--- src/rtl/sync_upd_pkg.sv ---
package sync_upd_pkg;
  typedef enum logic [1:0] {
    UPD_MANUAL   = 2'd0,
    UPD_AUTO     = 2'd1,
    UPD_AUTO_DMA = 2'd2,
    UPD_AUTO_ALT = 2'd3
  } upd_mode_e;

  function automatic logic is_auto(upd_mode_e m);
    return m != UPD_MANUAL;
  endfunction
endpackage

--- src/rtl/sync_uper_reg.sv ---
module sync_uper_reg #(
  parameter int UPW = 4
) (
  input  logic           clk_i,
  input  logic           rst_ni,
  input  logic           ch0_en_i,
  input  logic           wr_i,
  input  logic [UPW-1:0] wdata_i,
  input  logic           bnd_i,
  output logic [UPW-1:0] uper_o,
  output logic           wrap_o
);
  logic [UPW-1:0] uper_q, shad_q, cnt_q;
  logic           shad_vld_q;

  assign wrap_o = ch0_en_i && bnd_i && (cnt_q == uper_q);
  assign uper_o = uper_q;

  always_ff @(posedge clk_i or negedge rst_ni) begin
    if (!rst_ni) begin
      cnt_q <= '0;
    end else if (!ch0_en_i) begin
      cnt_q <= '0;
    end else if (bnd_i) begin
      cnt_q <= wrap_o ? '0 : cnt_q + 1'b1;
    end
  end

  always_ff @(posedge clk_i or negedge rst_ni) begin
    if (!rst_ni) begin
      uper_q     <= '0;
      shad_q     <= '0;
      shad_vld_q <= 1'b0;
    end else begin
      if (wrap_o && shad_vld_q) begin
        uper_q     <= shad_q;
        shad_vld_q <= 1'b0;
      end
      if (wr_i) begin
        if (ch0_en_i) begin
          shad_q     <= wdata_i;
          shad_vld_q <= 1'b1;
        end else begin
          uper_q     <= wdata_i;
          shad_vld_q <= 1'b0;
        end
      end
    end
  end
endmodule

--- src/rtl/sync_unlock.sv ---
module sync_unlock (
  input  logic clk_i,
  input  logic rst_ni,
  input  logic set_i,
  input  logic bnd_i,
  output logic pend_o,
  output logic fire_o
);
  logic pend_q;

  assign fire_o = pend_q && bnd_i;
  assign pend_o = pend_q;

  // a set in the firing cycle arms the next boundary
  always_ff @(posedge clk_i or negedge rst_ni) begin
    if (!rst_ni) pend_q <= 1'b0;
    else         pend_q <= (pend_q && !fire_o) || set_i;
  end
endmodule

--- src/rtl/sync_strobe_gen.sv ---
module sync_strobe_gen
  import sync_upd_pkg::*;
#(
  parameter int N_CH = 4
) (
  input  logic            clk_i,
  input  logic            rst_ni,
  input  logic [N_CH-1:0] mask_i,
  input  upd_mode_e       mode_i,
  input  logic            fire_i,
  input  logic            wrap_i,
  input  logic            ack_i,
  output logic [N_CH-1:0] pd_o,
  output logic [N_CH-1:0] duty_o,
  output logic            req_o
);
  logic duty_trig, req_set, req_q;
  logic [N_CH-1:0] pd_q, duty_q;

  assign duty_trig = is_auto(mode_i) ? wrap_i : fire_i;
  assign req_set   = wrap_i && (mode_i == UPD_AUTO_DMA);

  for (genvar i = 0; i < N_CH; i++) begin : g_ch
    always_ff @(posedge clk_i or negedge rst_ni) begin
      if (!rst_ni) begin
        pd_q[i]   <= 1'b0;
        duty_q[i] <= 1'b0;
      end else begin
        pd_q[i]   <= fire_i && mask_i[i];
        duty_q[i] <= duty_trig && mask_i[i];
      end
    end
  end

  always_ff @(posedge clk_i or negedge rst_ni) begin
    if (!rst_ni) req_q <= 1'b0;
    else         req_q <= (req_q && !ack_i) || req_set;
  end

  assign pd_o   = pd_q;
  assign duty_o = duty_q;
  assign req_o  = req_q;
endmodule

--- src/rtl/sync_update_ctrl.sv ---
module sync_update_ctrl
  import sync_upd_pkg::*;
#(
  parameter int N_CH = 4,
  parameter int UPW  = 4
) (
  input  logic            clk_i,
  input  logic            rst_ni,
  input  logic [N_CH-1:0] grp_mask_i,
  input  logic [1:0]      upd_mode_i,
  input  logic            ch0_en_i,
  input  logic            uper_wr_i,
  input  logic [UPW-1:0]  uper_wdata_i,
  input  logic            unlock_i,
  input  logic            per_bnd_i,
  input  logic            dma_ack_i,
  output logic [N_CH-1:0] apply_pd_o,
  output logic [N_CH-1:0] apply_duty_o,
  output logic            dma_req_o,
  output logic            unlock_pend_o,
  output logic [UPW-1:0]  uper_o
);
  logic      wrap, fire;
  upd_mode_e mode;

  assign mode = upd_mode_e'(upd_mode_i);

  sync_uper_reg #(.UPW(UPW)) u_uper (
    .clk_i   (clk_i),
    .rst_ni  (rst_ni),
    .ch0_en_i(ch0_en_i),
    .wr_i    (uper_wr_i),
    .wdata_i (uper_wdata_i),
    .bnd_i   (per_bnd_i),
    .uper_o  (uper_o),
    .wrap_o  (wrap)
  );

  sync_unlock u_unlock (
    .clk_i (clk_i),
    .rst_ni(rst_ni),
    .set_i (unlock_i),
    .bnd_i (per_bnd_i),
    .pend_o(unlock_pend_o),
    .fire_o(fire)
  );

  sync_strobe_gen #(.N_CH(N_CH)) u_strobe (
    .clk_i (clk_i),
    .rst_ni(rst_ni),
    .mask_i(grp_mask_i),
    .mode_i(mode),
    .fire_i(fire),
    .wrap_i(wrap),
    .ack_i (dma_ack_i),
    .pd_o  (apply_pd_o),
    .duty_o(apply_duty_o),
    .req_o (dma_req_o)
  );
endmodule

--- config.mk ---
export PLATFORM = sky130hd
export DESIGN_NAME = sync_update_ctrl
export DESIGN_NICKNAME = d
export VERILOG_FILES = /design/src/rtl/sync_upd_pkg.sv /design/src/rtl/sync_uper_reg.sv /design/src/rtl/sync_unlock.sv /design/src/rtl/sync_strobe_gen.sv /design/src/rtl/sync_update_ctrl.sv
export SDC_FILE = /design/constraint.sdc
export NUM_CORES = 1
export LEC_CHECK = 0
export BUFFER_PORTS_ARGS = -buffer_cell sky130_fd_sc_hd__buf_2
export CAP_MARGIN = 10
export CORE_MARGIN = 5
export CORE_UTILIZATION = 36
export DETAILED_ROUTE_END_ITERATION = 16
export PLACE_DENSITY = 0.6
export SETUP_SLACK_MARGIN = 0.05
export SYNTH_ARGS = -nofsm -noshare
export SYNTH_HDL_FRONTEND = slang
export SYNTH_SLANG_ARGS = --single-unit
--- constraint.sdc ---
create_clock -name clk_i -period 1.5 [get_ports clk_i]
set_clock_uncertainty 0.05 [all_clocks]
set_input_delay 0.225 -clock clk_i [delete_from_list [all_inputs] [get_ports clk_i]]
set_output_delay 0.225 -clock clk_i [all_outputs]
set_load 0.01 [all_outputs]
==> run metrics <==
crit end category=flop; outcome=finished with violations; vias per cell=4.897; CTS root buf=clkbuf_4; final global-route overflow total=0; final net count=153; endpoints failing setup=3; vias in the first global route=861; syn nets=112; CTS tree=done; number of remaining DRC errors=0; mux share of post-synthesis cell area=0.04380; io pins=31; IO buf count=30; diode count=0; Hold Crit Class=input port to flop; Cells after Synth=94; failing checks=negative setup slack; first-pass GRT wire length=3670 um; DRT antenna net count=0; DRT iter0 DRCs=17; Layout area overhead=27.01%; DIE AREA=0.004026 sq mm; CP startpoint kind=flop; Post-Synth Adder-Cell Area=0.01217; P per Cell Area=984.6 mW/mm^2; Synth Warn #=0; chip height=63.45 um; CP cell instances=xor2_1 > nor4_2 > buf_4 > nor2_2 > a221o_1; Synth Area in Compound Gates=0.09976; Die Width=63.45 um; DR vias=808; DR pass1 iterations=4; period utilization=1.008; drt total wl=2166 um; Yosys cell types=31; Seq/Total Area, Yosys=0.5596; XOR/XNOR share of the synthesized area=0.03406; Cell Area, Synth=0.001028 sq mm; total track usage=0.1134; Clk Latency, worst-skew pair=0.31 ns; Filler Cell Count=281; Clock transition at path regs=0.13 ns; clk buf depth=2; #FFs+latches synth=23; peak supply drop=0.5315 mV; pin slew with the least headroom to its limit=0.5186 ns; Final Hold Viols=0; worst setup margin=-0.01186 ns; Initial Utilization=0.3730; normalized max-slew margin=0.6543; simple-gate share of the synthesized area=0.2202; RSZ-0062 raised after global routing=yes; Slowest cell on crit path=dfrtp_1; CTS buffer count=3; Crit Path Category=flop to flop; DP Wirelength=1700 um; fin cells=165; max frequency=661.4 MHz; CP Max Fanout=8; hold slack=0.02336 ns; minimum clock period=1.512 ns; CTS sink count=23; WL/cell=13.13 um; dpl cells=159; Final Max Slew Viols=0; CP max stage delay=0.42 ns; H-tree Lvls=1; Avg Synthesized Cell Area=10.94 sq um; Max-cap violations=0; largest family of logic cells by synthesized area=simple AND/OR/NAND/NOR gates; antenna violations before repair=0; Site Rows=19; crit path DAT=1.67 ns; Req. time, crit path=1.66 ns; Core Area=0.002758 sq mm; P_leak=0.0006823 uW; largest net degree at the start of global routing=24; placer's final routability congestion estimate=0.7075; layout cells sized above 1=0.3881
[routing by layer]
| metal | vias up | global-route usage | wire length, um |
|---|---|---|---|
| li1 | 410 | - | - |
| met1 | 387 | 0.1247 | 903 |
| met2 | 9 | 0.2107 | 1173 |
| met3 | 2 | 0.02487 | 69 |
| met4 | 0 | 0.03896 | 20 |
| met5 | - | 0 | 0 |
[synthesized netlist by cell type, drive strengths merged]
library cell  number  area (sq um)
nand2b             3         18.77
a22oi              1         7.510
o31ai              1         7.510
nand4b             1         8.760
and2b              1         7.510
ha                 1         12.51
and2               2         12.51
nand2             16         60.06
o21ai              1         5.000
mux2               4         45.04
a21o               2         15.01
nor2               6         25.03
a221o              1         10.01
nor4               2         18.77
buf                2         16.26
inv                3         11.26
nand4              4         25.02
a211oi             1         7.510
nor2b              2         12.51
xor2               4         35.03
a22o               1         10.01
nand3              1         5.000
clkbuf             1         3.750
a211o              1         10.01
dfrtp             23         575.6
and3               5         32.53
o211ai             4         30.03
[cell usage in the layout, fill, tap and decap left out, types with 2 or more instances in the layout]
cell	Yosys	layout
and2_1	2	2
inv_1	3	3
nor2_1	5	5
buf_2	1	30
nor2b_1	2	2
o211ai_1	4	4
clkbuf_4	0	3
xor2_1	4	4
dfrtp_1	23	23
nand2_1	16	16
and3_1	4	4
buf_4	0	8
mux2_2	4	4
nand2b_1	3	3
a21o_1	2	2
nand4_1	4	4
[cell families after synthesis]
group / after synthesis
AOI/OAI and AO/OA: 13
xor gates and xnor gates: 4
adders and majority gates: 1
buffers and inverters: 6
DFF: 23
muxes: 4
and+or+nand+nor: 43
[stage by stage]
step                utilization  setup TNS [ns]  cell area (sq um)  total power, uW  setup WS (ns)
finish                   0.4737        -0.02224               1306             1286       -0.01186
global route             0.4737         -0.5146               1306             1365       -0.08834
CTS                      0.4719        -0.08280               1301             1303       -0.02299
detailed placement       0.4533        -0.08769               1250            999.8       -0.02161
global placement         0.4533               0               1250            989.8       0.007847
floorplan                     -         -0.1012               1028            873.3       -0.09437
[sequential cells by signal, summed over array words and instances (netlist names)]
register / flops
u_uper.shad_vld_q: 1
u_uper.cnt_q: 4
u_strobe.duty_o: 4
u_uper.uper_o: 4
u_uper.shad_q: 4
u_strobe.req_o: 1
u_unlock.pend_o: 1
u_strobe.pd_o: 4
[area by class of cell]
type / count / area, sq um / share of cell area
Clock inverter: 1 / 7.507 / 0.005747
Timing Repair Buffer: 39 / 220.2 / 0.1686
Inverter: 3 / 11.26 / 0.008621
Clock buffer: 3 / 22.52 / 0.01724
Tap cell: 31 / 38.79 / 0.02969
Sequential cell: 23 / 575.6 / 0.4406
Multi-Input combinational cell: 65 / 430.4 / 0.3295
[critical path: cells and delay by family, from the launching register on]
| family | cells | cell delay, ns |
|---|---|---|
| AO/OA/AOI/OAI | 1 | 0.28 |
| XOR/XNOR | 1 | 0.15 |
| buffers and inverters | 1 | 0.20 |
| flip-flops | 1 | 0.42 |
| AND/OR/NAND/NOR | 2 | 0.31 |
[report_power, final]
part           switching (uW)  leakage (uW)  internal [uW]
clock                     186     0.0000139            101
combinational             144      0.000372            139
sequential               40.5      0.000296            675
total                     370      0.000682            916
[final timing paths]
check / from / to / slack [ns] / depth (start not counted)
max: u_uper.cnt_q[2]$_DFFE_PN0P_ / u_uper.cnt_q[3]$_DFFE_PN0P_ / -0.01 / 5
min: dma_ack_i / u_strobe.req_o$_DFF_PN0_ / 0.02 / 2
min in group asynchronous: rst_ni / u_unlock.pend_o$_DFF_PN0_ / 0.36 / 2
min reg2reg: u_uper.shad_q[2]$_DFFE_PN0P_ / u_uper.shad_q[2]$_DFFE_PN0P_ / 0.48 / 1
max reg2reg: u_uper.cnt_q[2]$_DFFE_PN0P_ / u_uper.cnt_q[3]$_DFFE_PN0P_ / -0.01 / 5
max in group asynchronous: rst_ni / u_uper.uper_o[2]$_DFF_PN0_ / 0.69 / 2
[repair_timing]
item / in CTS / in global routing
gates resized for setup: 1 / 1
endpoints found under the hold margin: 23 / 0
pin swaps: 1 / 3
endpoints found under the setup margin: 12 / 12
hold buffers: 1 / 0
buffers inserted: 1 / 0
Note: power is estimated with default switching activity, not from simulation.
